File: src/rtl/eret_pkg.sv
package eret_pkg;
  parameter int unsigned ILEN = 32;

  localparam int unsigned OPC_MSB = ILEN - 1;
  localparam int unsigned OPC_LSB = ILEN - 6;
  localparam int unsigned CO_BIT  = ILEN - 7;
  localparam int unsigned FN_W    = 6;

  localparam logic [5:0] OPC_SYSCOP = 6'b010000;
  localparam logic [5:0] FN_RETURN  = 6'b011000;

  typedef enum logic [1:0] {
    ACT_NONE     = 2'd0,
    ACT_RETURN   = 2'd1,
    ACT_RSVD     = 2'd2,
    ACT_UNUSABLE = 2'd3
  } eret_act_e;
endpackage

File: src/rtl/eret_decode.sv
module eret_decode
  import eret_pkg::*;
#(
  parameter int unsigned SR_W     = 32,
  parameter int unsigned ERL_BIT  = 2,
  parameter int unsigned EXL_BIT  = 1,
  parameter int unsigned MODE_LSB = 3,
  parameter int unsigned CU0_BIT  = 28
) (
  input  logic             valid_i,
  input  logic [ILEN-1:0]  instr_i,
  input  logic             in_ds_i,
  input  logic [SR_W-1:0]  status_i,
  output eret_act_e        act_o
);
  localparam int unsigned ZERO_W = CO_BIT - FN_W;

  logic opc_hit, co_hit, zero_hit, fn_hit, match;
  logic kernel, usable;

  always_comb begin
    opc_hit  = instr_i[OPC_MSB:OPC_LSB] == OPC_SYSCOP;
    co_hit   = instr_i[CO_BIT];
    zero_hit = instr_i[CO_BIT-1:FN_W] == {ZERO_W{1'b0}};
    fn_hit   = instr_i[FN_W-1:0] == FN_RETURN;
    match    = opc_hit && co_hit && zero_hit && fn_hit;
  end

  // kernel: any level bit set, or mode field zero
  always_comb begin
    kernel = status_i[ERL_BIT] || status_i[EXL_BIT] ||
             (status_i[MODE_LSB+1:MODE_LSB] == 2'b00);
    usable = kernel || status_i[CU0_BIT];
  end

  always_comb begin
    act_o = ACT_NONE;
    if (valid_i && match) begin
      if (in_ds_i)      act_o = ACT_RSVD;
      else if (!usable) act_o = ACT_UNUSABLE;
      else              act_o = ACT_RETURN;
    end
  end
endmodule

File: src/rtl/eret_target_sel.sv
module eret_target_sel #(
  parameter int unsigned XLEN = 64
) (
  input  logic            erl_i,
  input  logic            cmp_en_i,
  input  logic [XLEN-1:0] epc_i,
  input  logic [XLEN-1:0] error_epc_i,
  output logic [XLEN-1:0] pc_o,
  output logic            isa_bit_o,
  output logic            isa_we_o
);
  logic [XLEN-1:0] src;

  always_comb begin
    src       = erl_i ? error_epc_i : epc_i;
    isa_bit_o = src[0];
    isa_we_o  = cmp_en_i;
    pc_o      = cmp_en_i ? {src[XLEN-1:1], 1'b0} : src;
  end
endmodule

File: src/rtl/eret_status_upd.sv
module eret_status_upd #(
  parameter int unsigned SR_W    = 32,
  parameter int unsigned ERL_BIT = 2,
  parameter int unsigned EXL_BIT = 1
) (
  input  logic [SR_W-1:0] status_i,
  output logic [SR_W-1:0] status_o
);
  logic [SR_W-1:0] clr_mask;

  always_comb begin
    clr_mask = '0;
    if (status_i[ERL_BIT]) clr_mask[ERL_BIT] = 1'b1;
    else                   clr_mask[EXL_BIT] = 1'b1;
    status_o = status_i & ~clr_mask;
  end
endmodule

File: src/rtl/eret_ctrl.sv
module eret_ctrl
  import eret_pkg::*;
#(
  parameter int unsigned XLEN     = 64,
  parameter int unsigned SR_W     = 32,
  parameter int unsigned ERL_BIT  = 2,
  parameter int unsigned EXL_BIT  = 1,
  parameter int unsigned MODE_LSB = 3,
  parameter int unsigned CU0_BIT  = 28
) (
  input  logic            clk_i,
  input  logic            rst_ni,
  input  logic            instr_valid_i,
  input  logic [ILEN-1:0] instr_i,
  input  logic            in_delay_slot_i,
  input  logic [SR_W-1:0] status_i,
  input  logic [XLEN-1:0] epc_i,
  input  logic [XLEN-1:0] error_epc_i,
  input  logic            cmp_isa_en_i,
  output logic            redirect_o,
  output logic [XLEN-1:0] redirect_pc_o,
  output logic            status_we_o,
  output logic [SR_W-1:0] status_o,
  output logic            isa_mode_o,
  output logic            flush_o,
  output logic            rsvd_instr_o,
  output logic            cop_unusable_o
);
  eret_act_e       act;
  logic [XLEN-1:0] tgt_pc;
  logic            tgt_isa, tgt_isa_we;
  logic [SR_W-1:0] sr_next;
  logic            do_ret;

  eret_decode #(
    .SR_W(SR_W), .ERL_BIT(ERL_BIT), .EXL_BIT(EXL_BIT),
    .MODE_LSB(MODE_LSB), .CU0_BIT(CU0_BIT)
  ) u_dec (
    .valid_i (instr_valid_i),
    .instr_i (instr_i),
    .in_ds_i (in_delay_slot_i),
    .status_i(status_i),
    .act_o   (act)
  );

  eret_target_sel #(.XLEN(XLEN)) u_tgt (
    .erl_i      (status_i[ERL_BIT]),
    .cmp_en_i   (cmp_isa_en_i),
    .epc_i      (epc_i),
    .error_epc_i(error_epc_i),
    .pc_o       (tgt_pc),
    .isa_bit_o  (tgt_isa),
    .isa_we_o   (tgt_isa_we)
  );

  eret_status_upd #(.SR_W(SR_W), .ERL_BIT(ERL_BIT), .EXL_BIT(EXL_BIT)) u_sr (
    .status_i(status_i),
    .status_o(sr_next)
  );

  assign do_ret = act == ACT_RETURN;

  always_ff @(posedge clk_i or negedge rst_ni) begin
    if (!rst_ni) begin
      redirect_o     <= 1'b0;
      redirect_pc_o  <= '0;
      status_we_o    <= 1'b0;
      status_o       <= '0;
      flush_o        <= 1'b0;
      rsvd_instr_o   <= 1'b0;
      cop_unusable_o <= 1'b0;
      isa_mode_o     <= 1'b0;
    end else begin
      redirect_o     <= do_ret;
      status_we_o    <= do_ret;
      flush_o        <= do_ret;
      redirect_pc_o  <= do_ret ? tgt_pc : '0;
      status_o       <= do_ret ? sr_next : '0;
      rsvd_instr_o   <= act == ACT_RSVD;
      cop_unusable_o <= act == ACT_UNUSABLE;
      if (do_ret && tgt_isa_we) isa_mode_o <= tgt_isa;
    end
  end


  strobe_src_chk: assert property (@(posedge clk_i) disable iff (!rst_ni)
    (redirect_o || rsvd_instr_o || cop_unusable_o) |-> $past(instr_valid_i));

  exc_excl_chk: assert property (@(posedge clk_i) disable iff (!rst_ni)
    $countones({redirect_o, rsvd_instr_o, cop_unusable_o}) <= 1);

  flush_pair_chk: assert property (@(posedge clk_i) disable iff (!rst_ni)
    redirect_o |-> (flush_o && status_we_o));

  rsvd_ds_chk: assert property (@(posedge clk_i) disable iff (!rst_ni)
    rsvd_instr_o |-> $past(in_delay_slot_i));

  epc_src_chk: assert property (@(posedge clk_i) disable iff (!rst_ni)
    (redirect_o && !$past(status_i[ERL_BIT]) && !$past(cmp_isa_en_i))
      |-> redirect_pc_o == $past(epc_i));

  erl_clear_chk: assert property (@(posedge clk_i) disable iff (!rst_ni)
    (redirect_o && $past(status_i[ERL_BIT]))
      |-> (!status_o[ERL_BIT] && status_o[EXL_BIT] == $past(status_i[EXL_BIT])));

  isa_hold_chk: assert property (@(posedge clk_i) disable iff (!rst_ni)
    !$stable(isa_mode_o) |-> ($past(cmp_isa_en_i) && redirect_o));
endmodule

File: config.mk
export PLATFORM = sky130hd
export DESIGN_NAME = eret_ctrl
export DESIGN_NICKNAME = d
export VERILOG_FILES = /design/src/rtl/eret_pkg.sv /design/src/rtl/eret_decode.sv /design/src/rtl/eret_target_sel.sv /design/src/rtl/eret_status_upd.sv /design/src/rtl/eret_ctrl.sv
export SDC_FILE = /design/constraint.sdc
export NUM_CORES = 1
export LEC_CHECK = 0
export ABC_AREA = 0
export BUFFER_PORTS_ARGS = -buffer_cell sky130_fd_sc_hd__buf_2
export CAP_MARGIN = 20
export CORE_AREA = 2 2 114 116
export DETAILED_ROUTE_END_ITERATION = 8
export DIE_AREA = 0 0 116 118
export GPL_ROUTABILITY_DRIVEN = 0
export PLACE_DENSITY = 0.72
export SLEW_MARGIN = 25
export SYNTH_ARGS = -nofsm -noshare
export SYNTH_HDL_FRONTEND = slang
export SYNTH_HIERARCHICAL = 1
export SYNTH_SLANG_ARGS = --single-unit
File: constraint.sdc
create_clock -name clk_i -period 0.8 [get_ports clk_i]
set_input_delay 0.04 -clock clk_i [delete_from_list [all_inputs] [get_ports clk_i]]
set_output_delay 0.04 -clock clk_i [all_outputs]
set_load 0.05 [all_outputs]
# Word level (Yosys, flattened, before mapping)
# Index checks and enable logic that the tools add are counted.
# word_totals
regBits	100
inputBits	197
# op_classes
eq_ne	5
muxes	9
n_bitwise	2
reduce_logical	10
# ops
cell	n
$mux 64	2
$and 32x32->32	1
$mux 32	1
$not 3->32	1
$logic_not 19->1	1
$eq 6x5->1 const B	2
$mux 2	3
$logic_and 1x1->1	5
$eq 2x2->1 const B	2
$logic_or 1x1->1	3
$mux 1	3
$eq 2x1->1 const B	1
$logic_not 2->1	1

# Longest topological paths before layout
# depth
ltp_word	8
depth_mapped	7
mapped_depth_nobuf	5

# Cells and area by module
# Netlist, hierarchy kept.
# by_module_without_submodules
mod	instances	cells_each	area_per_inst_um2	seq_area_each_um2
eret_ctrl	1	213	3231.8	2502.4
eret_target_sel	1	73	1102.3	0.0
eret_status_upd	1	33	242.7	0.0
eret_decode	1	16	130.1	0.0

# Worst setup path before layout
# No wires, ideal clock.
# synth_path
path_kind	in2reg
from	in instr_i[10]
to	reg redirect_pc_o[54]
setup_ns	0.066
t_arrival_ns	1.534
required_time_ns	0.734
path_slack_ns	-0.800
stages	7
path_buffers	2
path_cell_list	nor4b_1 nand4_1 nor4_1 nor2b_4 buf_6 buf_6 and2_1
# synth_between
elab_chain_cells	7
# synth_rtl
element	line_no	text
start: declaration	eret_ctrl.sv:14	input logic [ILEN-1:0] instr_i,
$logic_not 19->1	eret_decode.sv:24	zero_hit = instr_i[CO_BIT-1:FN_W] == {ZERO_W{1'b0}};
$logic_and 1x1->1 (2 in series)	eret_decode.sv:26	match = opc_hit && co_hit && zero_hit && fn_hit;
$logic_and 1x1->1	eret_decode.sv:38	if (valid_i && match) begin
$mux 2	eret_decode.sv:38	
named net act[0]	eret_ctrl.sv:29	eret_act_e act;
$eq 2x1->1	eret_ctrl.sv:61	assign do_ret = act == ACT_RETURN;
$mux 64	eret_ctrl.sv:77	redirect_pc_o <= do_ret ? tgt_pc : '0;
end signal: assignment	eret_ctrl.sv:77	
end: declaration	eret_ctrl.sv:21	output logic [XLEN-1:0] redirect_pc_o,
# The timed path passes the listed nets, and every way through them passes these cells.
# A chain may end at the register's enable or synchronous reset.

# Worst setup path after layout
# layout_path
from	in instr_i[14]
to	reg isa_mode_o
# layout_between
elab_chain_cells	7
# layout_rtl
element	line_no	text
$logic_not 19->1	eret_decode.sv:24	
$logic_and 1x1->1 (2 in series)	eret_decode.sv:26	
$logic_and 1x1->1	eret_decode.sv:38	
$mux 2	eret_decode.sv:38	
named net act[1]	eret_ctrl.sv:29	
$eq 2x1->1	eret_ctrl.sv:61	
$logic_and 1x1->1	eret_ctrl.sv:81	if (do_ret && tgt_isa_we) isa_mode_o <= tgt_isa;
end signal: assignment	eret_ctrl.sv:81	
end: declaration	eret_ctrl.sv:24	output logic isa_mode_o,
# The timed path passes the listed nets, and every way through them passes these cells.

==> impl_results.md <==
* Area Overhead vs Synth at 60.0%
* Comb power frac at between 10% and 20%
* PortBufs at ~300
* Largest net degree at the start of global routing at 53
* Final wirelength at between 10,000 and 15,000 um
* Top_reg_cell synth: dfrtp_1
* Worst-Margin Slew at 0.512 ns
* Max-slew violations at 0
* Num CTS Buffers at 9
* RSZ-0062 raised after global routing: true
* DR WL/cell at 15.7 um
* Most common cell after layout, fill and taps aside: buf_2
* Switch share at between 20% and 30%
* Critical Path Start Type: primary input
* Worst setup margin at -0.626 ns
* Routed length on met1 at 4270 um
* Vert. Die Dim at roughly 120 um
* DR iter-0 viols at 150
* Relative slew slack at roughly two thirds
* # nets final at 836
* Avg Cell Area, Syn at about 14 sq um
* Full die area at between 0.01 and 0.015 sq mm
* Most frequent cells in the layout: buf_2, buf_6, dfrtp_1
* Crit. path cell count at 6
* Worst Setup EP: isa_mode_o
* Worst-skew pair later-pin latency at around 0.33 ns
* Synth warn at 6
* Crit. Startpoint: instr_i[14]
* Layout cells sized above 1 at 63.0%
* Failing checks: setup timing
* Clock power share at a little over two fifths
* GRT overflow at 0
* Post-Syn Area at 0.00471 sq mm
* Initial antenna violation count at 0
* All-Layer GR Usage at a little under a fifth
* DR vias/cell at 4.34
* Slowest-stage cell, CP: a2111oi_4
* Syn nets at between 500 and 600
* Remaining antenna violation count after routing at 0
* Post-synth EDFFs at 0
* Net Sw Power at around 2.3 mW
* Crit path kind: primary input to register
* Longest Clk Path Bufs at 2
* Syn Inst Count at about 340
* IO Count at 299
* Starting Density at around 38%
* Worst-path clk slew at ~0.07 ns
* Sequential share of the synthesized area at approximately 53%
* Hold Vio Cnt, Final at 0
* DRC at 0
* Root Buffer: clkbuf_16
* Chip width at 116 um
* Via count at 3,542
* Critical Path RT at around 1 ns
* Final setup viols at approximately 200
* R2r setup slk at -0.10 ns
* Worst path bufs/invs at 1
* Filler cells at around 970
* H-tree levels at 3
* TritonCTS clock tree: built
* Multi-input gate area at 0.00184 sq mm
* WL met3 at approximately 1000 um
* Core footprint at between 0.01 and 0.015 sq mm
* Max-Cap Viols at 0
* First-pass GRT wire length at around 19,000 um
* DR pass1 iterations at 4
* Crit-path leading delay family: simple AND/OR/NAND/NOR gates
* Asr flop ratio synth at 100%
* Power Dens Cells at roughly 1500 mW/mm^2
* Tmin final at about 1.4 ns
* Top post-synthesis cells by area: dfrtp_1, mux2_4, and2_1, buf_4, buf_12
* Leak at approximately 4.0 nW
* Diodes inserted at 0
* FF-to-FF path depth at 2
* P_int at 8.70 mW
* Unique masters post-synth at 23
* Register area at 0.00250 sq mm
* Crit path max fanout at 4
* FP Rows at 41
* Fin util at roughly three fifths
* Reg2reg end: isa_mode_o
* Total negative slack at -67.30 ns
* Crit-path cells: buf_2 > nor4_4 > nand4_1 > a2111oi_4 > nand3b_1 > mux2_4
* Yosys top cell by area: dfrtp_1
* Post-DP HPWL at between 9000 and 10,000 um
* Vias in the first global route at 3,971
* Final critical-path share of the clock period at 178%
* CP peak stage delay at around 0.50 ns
* WP data arrival at ~1.6 ns
* Top cell type's share of synthesized area at approximately 53%
* Hold Crit Class: primary input to register
* Status: finished with violations
* Fmax at around 700 MHz
* Sequential Power Share at between 40 and 50%
* Peak supply drop at 1020 uV
* Max Clock Skew at 0 ns
* Flop and latch count out of synthesis at 100
* Max layer used: met4
* Worst R2R Start: isa_mode_o
* WL met2 at between 7000 and 8000 um
* CP Capture Type: register
* Clock Sinks at 100
metal layers:
| metal | GRT usage, % | vias up |
|---|---|---|
| li1 | - | 1660 |
| met2 | 35.2 | 209 |
| met4 | 9.15 | 0 |
| met3 | 4.94 | 39 |
| met1 | 18.2 | 1634 |
| met5 | 0 | - |
worst min path at each step:
stage | cells past startpoint | slack, ns | endpoint | startpoint
global placement | 1 | -0.15 | redirect_pc_o[4] | rst_ni
CTS | 3 | 0.02 | redirect_pc_o[52] | error_epc_i[52]
global route | 3 | 0.02 | redirect_pc_o[24] | error_epc_i[24]
finish | 3 | 0.03 | redirect_pc_o[52] | error_epc_i[52]
detailed placement | 1 | -0.15 | redirect_pc_o[4] | rst_ni
floorplan | 0 | -0.26 | cop_unusable_o | rst_ni
cell usage after synthesis, types with 2 or more instances:
cell,count
mux2_4,61
clkbuf_1,5
buf_4,34
mux2_2,4
nand4_1,2
nor4_1,3
nor4_2,3
buf_6,5
nand3b_1,2
and2_1,98
nor2b_4,2
buf_12,6
dfrtp_1,100
worst min-delay path: stages:
cell	delay (ns)
buf_2	0.07
mux2_4	0.12
and2_1	0.10
power groups by stage:
stage | sequential (mW) | combinational [mW] | clock (mW)
after floorplan | 5.15 | 0.687 | 0
after global placement | 5.15 | 1.21 | 0
after detailed placement | 5.15 | 1.24 | 0
after CTS | 5.05 | 1.38 | 4.74
after global routing | 5.05 | 1.48 | 4.99
final | 5.05 | 1.37 | 4.59
flip-flops by register name (all words and copies together) (netlist names):
register,flops
redirect_pc_o,64
status_o,32
cop_unusable_o,1
flush_o,1
isa_mode_o,1
rsvd_instr_o,1
timing repair:
item | 4_1_cts | 5_1_grt
cloned | 0 | 0
resized for setup | 213 | 3
setup buffers | 5 | 0
setup endpoints to repair | 201 | 201
endpoints found under the hold margin | 130 | 0
hold buffers | 31 | 0
pin swaps | 0 | 0
area by class of cell:
class	count	area share, %
clock buffer	11	3.09
tap	172	2.86
multi-input combinational	183	24.5
inverter	1	0.0498
timing repair buffer	344	35.2
clock inverter	5	1.11
sequential	100	33.2
kinds of logic (layout without fill, tap and decap cells):
kind of cell	after synthesis	count (layout)	synth area share, %
AO/OA/AOI/OAI	2	2	0.425
buffers and inverters	52	361	9.76
flip-flops	100	100	53.2
multiplexers	65	65	20.4
other	1	1	0.0797
AND/OR/NAND/NOR	115	115	16.2
per-stage QoR:
stage          instance area, sq um  setup slack [ns]  total power [mW]  hold WS, ns  instances
3_3_place_gp                   6160            -0.954              6.36       -0.151        764
6_report                       7530            -0.626              11.0       0.0306        816
2_1_floorplan                  4780            -0.734              5.84       -0.256        335
5_1_grt                        7530            -0.724              11.5       0.0233        816
4_1_cts                        7510            -0.601              11.2       0.0154        816
3_5_place_dp                   6160             -1.02              6.39       -0.152        764
(Power assumes the default switching activity.)
